$ cat src/rtl/snp_pkg.sv
package snp_pkg;

    typedef enum logic [1:0] {
        ST_INV  = 2'd0,
        ST_VAL  = 2'd1,
        ST_DIRT = 2'd2,
        ST_RSV  = 2'd3
    } line_st_e;

    typedef enum logic [1:0] {
        TT_EMPTY = 2'd0,
        TT_NORM  = 2'd1,
        TT_XCOM  = 2'd2,
        TT_XABT  = 2'd3
    } tx_tag_e;

    typedef enum logic [1:0] {
        K_RD   = 2'd0,
        K_RFO  = 2'd1,
        K_TRD  = 2'd2,
        K_TRFO = 2'd3
    } snp_kind_e;

    typedef struct packed {
        logic     busy;
        logic     supply;
        line_st_e next_st;
    } snp_dec_t;

    function automatic logic is_owned(input line_st_e st);
        return (st == ST_DIRT) || (st == ST_RSV);
    endfunction

    function automatic logic is_tx_tagged(input tx_tag_e tt);
        return (tt == TT_XCOM) || (tt == TT_XABT);
    endfunction

    // Response rule table for one present line.
    function automatic snp_dec_t decide(input snp_kind_e k, input logic tx,
                                        input line_st_e st, input tx_tag_e tt,
                                        input logic present);
        snp_dec_t d;
        logic     guarded;
        d.busy    = 1'b0;
        d.supply  = 1'b0;
        d.next_st = st;
        guarded   = tx && is_tx_tagged(tt);
        if (present) begin
            unique case (k)
                K_RD: begin
                    if (guarded) d.busy = 1'b1;
                    else begin
                        d.supply  = 1'b1;
                        d.next_st = ST_VAL;
                    end
                end
                K_RFO, K_TRFO: begin
                    if (guarded) d.busy = 1'b1;
                    else begin
                        d.supply  = 1'b1;
                        d.next_st = ST_INV;
                    end
                end
                K_TRD: begin
                    if (tx && is_owned(st)) d.busy = 1'b1;
                    else begin
                        d.supply  = 1'b1;
                        d.next_st = ST_VAL;
                    end
                end
                default: ;
            endcase
        end
        return d;
    endfunction

endpackage

$ cat src/rtl/snp_line_array.sv
module snp_line_array
    import snp_pkg::*;
#(
    parameter int NLINES = 8,
    parameter int TAG_W  = 13,
    parameter int DATA_W = 32,
    localparam int IDX_W = $clog2(NLINES)
) (
    input  logic              clk,
    input  logic              rst,
    // snoop read port and state update
    input  logic [IDX_W-1:0]  s_idx,
    output logic [TAG_W-1:0]  s_tag,
    output line_st_e          s_st,
    output tx_tag_e           s_tt,
    output logic [DATA_W-1:0] s_dat,
    input  logic              s_upd,
    input  line_st_e          s_new_st,
    // install read port and write
    input  logic [IDX_W-1:0]  i_idx,
    output logic [TAG_W-1:0]  i_tag,
    output line_st_e          i_st,
    output tx_tag_e           i_tt,
    output logic [DATA_W-1:0] i_dat,
    input  logic              i_we,
    input  logic [TAG_W-1:0]  i_new_tag,
    input  line_st_e          i_new_st,
    input  tx_tag_e           i_new_tt,
    input  logic [DATA_W-1:0] i_new_dat
);
    logic [TAG_W-1:0]  tag_q [NLINES];
    line_st_e          st_q  [NLINES];
    tx_tag_e           tt_q  [NLINES];
    logic [DATA_W-1:0] dat_q [NLINES];

    assign s_tag = tag_q[s_idx];
    assign s_st  = st_q[s_idx];
    assign s_tt  = tt_q[s_idx];
    assign s_dat = dat_q[s_idx];
    assign i_tag = tag_q[i_idx];
    assign i_st  = st_q[i_idx];
    assign i_tt  = tt_q[i_idx];
    assign i_dat = dat_q[i_idx];

    // The install is written last, so it overrides a snoop update to the same index.
    always_ff @(posedge clk) begin
        if (rst) begin
            for (int i = 0; i < NLINES; i++) begin
                st_q[i] <= ST_INV;
                tt_q[i] <= TT_EMPTY;
            end
        end else begin
            if (s_upd) st_q[s_idx] <= s_new_st;
            if (i_we) begin
                st_q[i_idx] <= i_new_st;
                tt_q[i_idx] <= i_new_tt;
            end
        end
    end

    always_ff @(posedge clk) begin
        if (i_we) begin
            tag_q[i_idx] <= i_new_tag;
            dat_q[i_idx] <= i_new_dat;
        end
    end
endmodule

$ cat src/rtl/snp_rule_unit.sv
module snp_rule_unit
    import snp_pkg::*;
#(
    parameter int TAG_W = 13
) (
    input  logic             req,
    input  logic             tx,
    input  snp_kind_e        kind,
    input  logic [TAG_W-1:0] req_tag,
    input  logic [TAG_W-1:0] line_tag,
    input  line_st_e         line_st,
    input  tx_tag_e          line_tt,
    output snp_dec_t         dec
);
    logic present;

    always_comb begin
        present = req && (line_tag == req_tag) && (line_st != ST_INV)
                  && (!tx || (line_tt != TT_EMPTY));
        dec = decide(kind, tx, line_st, line_tt, present);
    end
endmodule

$ cat src/rtl/snp_victim_unit.sv
module snp_victim_unit
    import snp_pkg::*;
#(
    parameter int TAG_W = 13
) (
    input  logic             we,
    input  logic             tx,
    input  logic [TAG_W-1:0] new_tag,
    input  logic [TAG_W-1:0] old_tag,
    input  line_st_e         old_st,
    input  tx_tag_e          old_tt,
    output logic             need_wb
);
    always_comb begin
        need_wb = we && (old_st == ST_DIRT) && (old_tag != new_tag)
                  && (!tx || (old_tt == TT_NORM));
    end
endmodule

$ cat src/rtl/snoop_responder.sv
module snoop_responder
    import snp_pkg::*;
#(
    parameter int NLINES = 8,
    parameter int ADDR_W = 16,
    parameter int DATA_W = 32
) (
    input  logic              clk,
    input  logic              rst,
    input  logic              tx_mode,
    input  logic              snp_valid,
    input  logic [1:0]        snp_kind,
    input  logic [ADDR_W-1:0] snp_addr,
    input  logic              loc_we,
    input  logic [ADDR_W-1:0] loc_addr,
    input  logic [1:0]        loc_state,
    input  logic [1:0]        loc_ttag,
    input  logic [DATA_W-1:0] loc_data,
    output logic              rsp_data_vld,
    output logic              rsp_busy,
    output logic [DATA_W-1:0] rsp_data,
    output logic              wb_vld,
    output logic [ADDR_W-1:0] wb_addr,
    output logic [DATA_W-1:0] wb_data
);
    localparam int IDX_W = $clog2(NLINES);
    localparam int TAG_W = ADDR_W - IDX_W;

    logic [IDX_W-1:0]  s_idx, i_idx;
    logic [TAG_W-1:0]  s_rtag, i_rtag;
    logic [TAG_W-1:0]  s_tag, i_tag;
    line_st_e          s_st, i_st;
    tx_tag_e           s_tt, i_tt;
    logic [DATA_W-1:0] s_dat, i_dat;
    snp_dec_t          dec;
    logic              need_wb;

    assign s_idx  = snp_addr[IDX_W-1:0];
    assign s_rtag = snp_addr[ADDR_W-1:IDX_W];
    assign i_idx  = loc_addr[IDX_W-1:0];
    assign i_rtag = loc_addr[ADDR_W-1:IDX_W];

    snp_line_array #(.NLINES(NLINES), .TAG_W(TAG_W), .DATA_W(DATA_W)) u_array (
        .clk       (clk),
        .rst       (rst),
        .s_idx     (s_idx),
        .s_tag     (s_tag),
        .s_st      (s_st),
        .s_tt      (s_tt),
        .s_dat     (s_dat),
        .s_upd     (dec.supply),
        .s_new_st  (dec.next_st),
        .i_idx     (i_idx),
        .i_tag     (i_tag),
        .i_st      (i_st),
        .i_tt      (i_tt),
        .i_dat     (i_dat),
        .i_we      (loc_we),
        .i_new_tag (i_rtag),
        .i_new_st  (line_st_e'(loc_state)),
        .i_new_tt  (tx_tag_e'(loc_ttag)),
        .i_new_dat (loc_data)
    );

    snp_rule_unit #(.TAG_W(TAG_W)) u_rules (
        .req      (snp_valid),
        .tx       (tx_mode),
        .kind     (snp_kind_e'(snp_kind)),
        .req_tag  (s_rtag),
        .line_tag (s_tag),
        .line_st  (s_st),
        .line_tt  (s_tt),
        .dec      (dec)
    );

    snp_victim_unit #(.TAG_W(TAG_W)) u_victim (
        .we      (loc_we),
        .tx      (tx_mode),
        .new_tag (i_rtag),
        .old_tag (i_tag),
        .old_st  (i_st),
        .old_tt  (i_tt),
        .need_wb (need_wb)
    );

    always_ff @(posedge clk) begin
        if (rst) begin
            rsp_data_vld <= 1'b0;
            rsp_busy     <= 1'b0;
            wb_vld       <= 1'b0;
        end else begin
            rsp_data_vld <= dec.supply;
            rsp_busy     <= dec.busy;
            wb_vld       <= need_wb;
        end
    end

    always_ff @(posedge clk) begin
        if (dec.supply) rsp_data <= s_dat;
        if (need_wb) begin
            wb_addr <= {i_tag, i_idx};
            wb_data <= i_dat;
        end
    end
endmodule

$ cat config.mk
export PLATFORM = sky130hd
export DESIGN_NAME = snoop_responder
export DESIGN_NICKNAME = d
export VERILOG_FILES = /design/src/rtl/snp_pkg.sv /design/src/rtl/snp_line_array.sv /design/src/rtl/snp_rule_unit.sv /design/src/rtl/snp_victim_unit.sv /design/src/rtl/snoop_responder.sv
export SDC_FILE = /design/constraint.sdc
export NUM_CORES = 1
export LEC_CHECK = 0
export BUFFER_PORTS_ARGS = -buffer_cell sky130_fd_sc_hd__buf_4
export CAP_MARGIN = 20
export CORE_ASPECT_RATIO = 0.75
export CORE_MARGIN = 2
export CORE_UTILIZATION = 50
export DETAILED_ROUTE_END_ITERATION = 10
export PLACE_DENSITY = 0.68
export REMOVE_ABC_BUFFERS = 1
export SYNTH_ARGS = -nofsm -noshare
export SYNTH_HDL_FRONTEND = slang
export SYNTH_SLANG_ARGS = --single-unit
$ cat constraint.sdc
create_clock -name clk -period 7.22 [get_ports clk]
set_input_delay 0.722 -clock clk [delete_from_list [all_inputs] [get_ports clk]]
set_output_delay 0.722 -clock clk [all_outputs]
set_load 0.1 [all_outputs]
==> impl_results.md, run 1 <==
* Post-CTS Setup Repair Bufs at 0
* Wirelength per Cell at 29.3 um
* Synth top area cells: edfxtp_1 69%, a22oi_1 5.9%, mux2i_1 4.6%
* Post-route ant nets at 0
* Max-slew violations at 0
* Area of the die at 42600 sq um
* Rel. slew slack at 0.214
* Synth Register Bits at 475
* Synthesized area at 20500 sq um
* Initial antenna violation count at 3
* Hold_buf cts at 0
* Lkg Pwr at 8.16 nW
* TNS Setup at 0 ps
* Proportion of synthesized area in mux cells at 0.0849
* Synth top area share at 0.692
* Hold Path Class: in2reg
* Finished Core Util at 0.586
* Die H at 179 um
* Clock root buffer master: clkbuf_16
* Top post-synthesis cells by count: 472 x edfxtp_1, 161 x a22oi_1, 95 x mux2i_1
* Core area at 40600 sq um
* Die width at 238 um
* Total track usage at 0.276
* Power Total at 0.00628 W
* Post-Synth Simple-Gate Area at 0.0516
* CP Data Arrival Time at 4300 ps
* Clk pin slew, worst setup/hold paths at 70 ps
* H-tree Lvls at 2
* Fillers at 3015
* Post-cts resize count at 0
* Met3 wire length at 6.85 mm
* Cell with the most instances after synthesis: edfxtp_1
* Ys async rst share at 0
* Ys Warns at 0
* Tightest Pin Transition at 1180 ps
* Clock skew at 14.4 ps
* Critical path startpoint category: input port
* Synth Instances at 1320
* Crit path kind: in2reg
* Main combinational cell family by area after synthesis: compound AO/OA/AOI/OAI gates
* XOR/XNOR Fraction of Synth Area at 0.0107
* Syn avg cell area at 15.5 sq um
* Final WL at 59.4 mm
* Area Growth Syn to Fin at 16.1%
* Io pins at 158
* Metal2 WL at 26.8 mm
* Seq/Total Area, Yosys at 0.695
* Post-layout min period at 4050 ps
* DR vias at 13500
* DR pass1 iterations at 6
* Max_cap viols at 0
* Std cell rows at 64
* # DRC at 0
* Drt initial violations at 1707
* Fin crit share at 0.561
* Largest net degree at the start of global routing at 50
* Hold slack at 379 ps
* Top layer in use: met4
* Placer congestion estimate at 0.942
* Net count, final at 1537
* Clk buf depth at 3
* Fmax at 247 MHz
* CP required at 7470 ps
* Synth Flop Type: edfxtp_1
* M1 wire length at 24.2 mm
* PortBufs at 157
* Synth cell types at 56
* Ratio of cells with drive above 1 in the final layout at 0.224
* EDFF count, synth at 472
* Final Hold Viols at 0
* CP endpoint kind: register
* Complex-gate fraction of the synthesized area at 0.130
* Vias in the first global route at 13200
* CTS tree: built
* Starting density of the core at 0.504
* Latest clock arrival within the worst-skew pair at 570 ps
* Leading area contributor after synthesis: edfxtp_1
* Adder-cell share of the synthesized area at 0
* Clk sink count at 475
* PwrDens at 264 nW/um^2
* RSZ-0062 raised after global routing: no
* Final setup fails at 0
* First-pass GRT wire length at 85.8 mm
* Peak VDD IR at 0.196 mV
* TritonCTS buffer count at 47
* Post-DP HPWL at 34.5 mm
* Status: finished clean
* Max Fanout on Critical Path at 49
* Gr ovfl total at 0
* DR vias/cell at 6.67
[sequential cells by signal, indices dropped and copies added (netlist names)]
name,cells
u_array.dat_q,256
u_array.tag_q,104
rsp_data,32
wb_data,32
u_array.st_q,16
u_array.tt_q,16
wb_addr,16
rsp_busy,1
rsp_data_vld,1
wb_vld,1
[final timing paths]
| path | end | depth (start not counted) | slack (ps) | from |
|---|---|---|---|---|
| worst max register to register | rsp_data[23] | 8 | 4000 | u_array.tag_q[7][10] |
| worst max-delay path | rsp_data[23] | 9 | 3170 | snp_addr[2] |
| worst min register to register | rsp_data[21] | 2 | 590 | u_array.dat_q[7][21] |
| worst min-delay path | u_array.dat_q[7][18] | 1 | 380 | loc_data[18] |
[area by class of cell]
| class | count | area, sq um | area share |
|---|---|---|---|
| sequential | 475 | 14200 | 0.598 |
| multi-input combinational | 724 | 5730 | 0.241 |
| timing repair buffer | 189 | 1430 | 0.0602 |
| clock buffer | 54 | 1240 | 0.0523 |
| tap | 528 | 661 | 0.0278 |
| clock inverter | 33 | 380 | 0.0160 |
| inverter | 25 | 101 | 0.00426 |
| antenna | 2 | 5.00 | 0.000210 |
[critical path: stages]
cell     delay (ps)
buf_4           550
and2b_1         690
a22oi_1         220
nand2_1         130
xnor2_1          80
nor3_1          480
nand4_2         620
nor2_4          460
buf_12          260
[logic make-up after synthesis]
| family | after synthesis |
|---|---|
| buffers and inverters | 121 |
| AND/OR/NAND/NOR | 211 |
| XOR/XNOR | 25 |
| AO/OA/AOI/OAI | 342 |
| multiplexers | 146 |
| flip-flops | 475 |
[placed cells by master (no fill, tap or decap), types with 10 or more instances in the layout]
master	Yosys	layout
a21oi_1	20	20
a221o_1	11	11
a221oi_1	53	53
a22o_1	39	39
a22oi_1	161	161
buf_4	9	188
clkbuf_16	0	49
clkinv_2	0	17
edfxtp_1	472	472
inv_1	25	17
mux2_2	32	32
mux2i_1	95	95
mux4_2	19	19
nand2_1	42	42
nand3_1	40	40
nand4_1	12	12
nor2_1	54	52
nor2b_1	11	10
o221ai_1	11	11
or3_1	16	16
xnor2_1	18	18
[metal layers]
metal  global-route usage  vias to the layer above
met3               0.0713                      117
met5                    0                        -
met1                0.392                     6793
met2                0.417                      915
met4               0.0956                        0
li1                     -                     5706
[power by group]
group,total [W],switching (W),internal [W]
Clock,0.00258,0.00105,0.00153
Sequential,0.00318,0.0000470,0.00314
Combinational,0.000523,0.000343,0.000180
Total,0.00628,0.00144,0.00484
[stage by stage]
step                      worst slack (ps)  std cells  cell area, sq um
after detailed placement              2250       1940             22100
after CTS                             2810       2027             23800
final                                 3170       2030             23800
after global routing                  3080       2029             23800
after floorplan                        321       1224             20000
after global placement                2310       1940             22100
(Power assumes the default switching activity.)
==> inputs of run 2 (changes only) <==
Settings changed: ABC_AREA set to 1, PLACE_DENSITY 0.68 to 0.71.
Clock period 7.22 ns to 3.4 ns, I/O delays scaled along.
==> run 2 against run 1 <==
  * Total power rose by 110%
  * Routed wire length is 9.7% higher
  * Register-to-register slack got worse by 2900 ps
  * Sequential share of layout area down 2.2 points
  * Highest routed layer unchanged
==> impl_results.md, run 2 <==
* CP Data Arrival Time at 2690 ps (-1610 ps)
* Finished Core Util at 0.601 (+0.0150)
* Gr ovfl total at 0 (unchanged)
* Rel. slew slack at 0.440 (+0.226)
* Hold Path Class: in2reg
* Max_cap viols at 0 (unchanged)
* Top post-synthesis cells by count: 472 x edfxtp_1, 383 x nand2_1, 279 x inv_1
* H-tree Lvls at 2 (unchanged)
* Wirelength per Cell at 24.7 um (-16%)
* Post-route ant nets at 0 (unchanged)
* Drt initial violations at 2420 (+42%)
* Starting density of the core at 0.510 (+0.00576)
* EDFF count, synth at 472 (unchanged)
* Worst path cell trace: buf_4 -> inv_1 -> nand3_1 -> buf_4 -> o22ai_1 -> nor2_1 -> nand2_1 -> o21ai_0 -> nor2_1 -> nand2_1 -> nor2_1 -> nand2_1 -> nand2_1 -> inv_2 -> buf_12
* Ys async rst share at 0 (unchanged)
* Final WL at 65.2 mm (+9.7%)
* Clock skew at 21.7 ps (+7.22 ps)
* Post-CTS Setup Repair Bufs at 0 (unchanged)
* DR vias/cell at 6.08 (-8.8%)
* Die width at 240 um (+1.1%)
* Lkg Pwr at 9.60 nW (+18%)
* Clk buf depth at 3 (unchanged)
* CP max stage cell: nand3_1
* DR pass1 iterations at 6 (unchanged)
* Area of the die at 43600 sq um (+2.3%)
* Core area at 41100 sq um (+1.2%)
* Synth top area cells: edfxtp_1 68%, nand2_1 6.9%, inv_1 5.0%
* Clk pin slew, worst setup/hold paths at 60 ps (about the same)
* Largest net degree at the start of global routing at 63 (+26%)
* # DRC at 0 (unchanged)
* Fillers at 3247 (+7.7%)
* Synth top area share at 0.676 (-0.0158)
* Hold_buf cts at 17 (+17)
* Peak VDD IR at 0.424 mV (+120%)
* Tightest Pin Transition at 839 ps (-338 ps)
* PortBufs at 157 (unchanged)
* Max Fanout on Critical Path at 37 (-24%)
* Seq/Total Area, Yosys at 0.679 (-0.0159)
* Final Hold Viols at 0 (unchanged)
* PwrDens at 528 nW/um^2 (+100%)
* Crit path kind: in2reg
* Synthesized area at 21000 sq um (+2.3%)
* Critical path startpoint category: input port
* CTS tree: built
* Critical Path Max Stage Delay at 390 ps (-300 ps)
* Clk sink count at 475 (unchanged)
* Status: finished clean
* Most used cell, CP: nand2_1
* Fmax at 418 MHz
* Biggest regs: u_array.dat_q x256, u_array.tag_q x104
* Final setup fails at 0 (unchanged)
* Ratio of cells with drive above 1 in the final layout at 0.151 (-0.0734)
* Hold slack at 3.80 ps (-375 ps)
* Die H at 181 um (+1.1%)
* Ys Warns at 0 (unchanged)
* Syn avg cell area at 11.4 sq um (-27%)
* Post-DP HPWL at 39.6 mm (+15%)
* CP required at 3690 ps (-3780 ps)
* Cell with the most instances after synthesis: edfxtp_1
* Top reg by flops: u_array.dat_q
* Synth Instances at 1844 (+40%)
* Io pins at 158 (unchanged)
* Synth cell types at 37 (-34%)
* Leading area contributor after synthesis: edfxtp_1
* Max reg flops at 256 (unchanged)
* Post-layout min period at 2390 ps
* Synth Flop Type: edfxtp_1
* Most frequent cells in the layout: 472 x edfxtp_1, 383 x nand2_1, 278 x inv_1
* Latest clock arrival within the worst-skew pair at 580 ps (about the same)
* Post-cts resize count at 0 (unchanged)
* Commonest non-fill, non-tap cell in the layout: edfxtp_1
* Vias in the first global route at 15700 (+18%)
* Initial antenna violation count at 2 (-1)
* TritonCTS buffer count at 47 (unchanged)
* Synth Register Bits at 475 (unchanged)
* Net count, final at 2117 (+38%)
* First-pass GRT wire length at 96.0 mm (+12%)
* RSZ-0062 raised after global routing: no
* Fin crit share at 0.704
* CP endpoint kind: register
* Area Growth Syn to Fin at 17.7%
* Clock root buffer master: clkbuf_16
* Placer congestion estimate at 0.977 (+3.7%)
* Total track usage at 0.299 (+0.0226)
* Std cell rows at 64 (unchanged)
* DR vias at 16000 (+19%)
* Max-slew violations at 0 (unchanged)
==> run 2: critical path, delay by kind of cell <==
family	cells	cell delay (ps)
and+or+nand+nor	8	1140
buffers and inverters	5	890
AOI/OAI and AO/OA	2	290
==> run 2: final cells by class <==
cell class | instances | area [sq um] | share of cell area
Inverter | 290 | 1090 | 0.0443
Clock inverter | 25 | 213 | 0.00862
Tap cell | 561 | 702 | 0.0284
Antenna cell | 2 | 5.00 | 0.000203
Sequential cell | 475 | 14200 | 0.577
Clock buffer | 60 | 1250 | 0.0505
Timing Repair Buffer | 230 | 1880 | 0.0762
Multi-Input combinational cell | 998 | 5310 | 0.215
==> run 2: cell families after synthesis <==
| logic type | Yosys count | synth area share |
|---|---|---|
| AOI/OAI and AO/OA | 329 | 0.114 |
| xor gates and xnor gates | 8 | 0.00334 |
| buffers and inverters | 371 | 0.0716 |
| DFF | 475 | 0.679 |
| and+or+nand+nor | 661 | 0.132 |
==> run 2: final timing paths <==
| path | from | endpoint | slack (ps) | cells past startpoint |
|---|---|---|---|---|
| max | loc_addr[2] | wb_data[26] | 1010 | 15 |
| min | loc_data[17] | u_array.dat_q[1][17] | 4 | 1 |
| max reg2reg | u_array.tag_q[7][9] | u_array.st_q[2][1] | 1060 | 12 |
| min reg2reg | u_array.dat_q[6][5] | wb_data[5] | 570 | 2 |
==> run 2: power by group <==
part	switching, W	internal [W]	leakage, nW
clock	0.00220	0.00283	0.723
combinational	0.000898	0.000358	4.53
sequential	0.0000855	0.00667	4.35
==> run 2: per-stage QoR <==
step / std cells / TNS, ps / total power [W] / area [sq um] / setup WS, ps
CTS: 2639 / 0 / 0.0130 / 24700 / 1070
global placement: 2537 / 0 / 0.00805 / 23000 / 521
global route: 2641 / 0 / 0.0134 / 24700 / 844
detailed placement: 2537 / 0 / 0.00807 / 23000 / 482
finish: 2641 / 0 / 0.0130 / 24700 / 1010
floorplan: 1763 / -48190 / 0.00752 / 20600 / -661
==> run 2: layer usage <==
layer,up-vias,routed length (um),GRT usage,share of wire
met2,1253,28800,0.452,0.44
met1,7611,25300,0.420,0.39
met4,0,2590,0.123,0.040
met3,210,8450,0.0659,0.13
met5,-,0,0,0
li1,6972,-,-,-
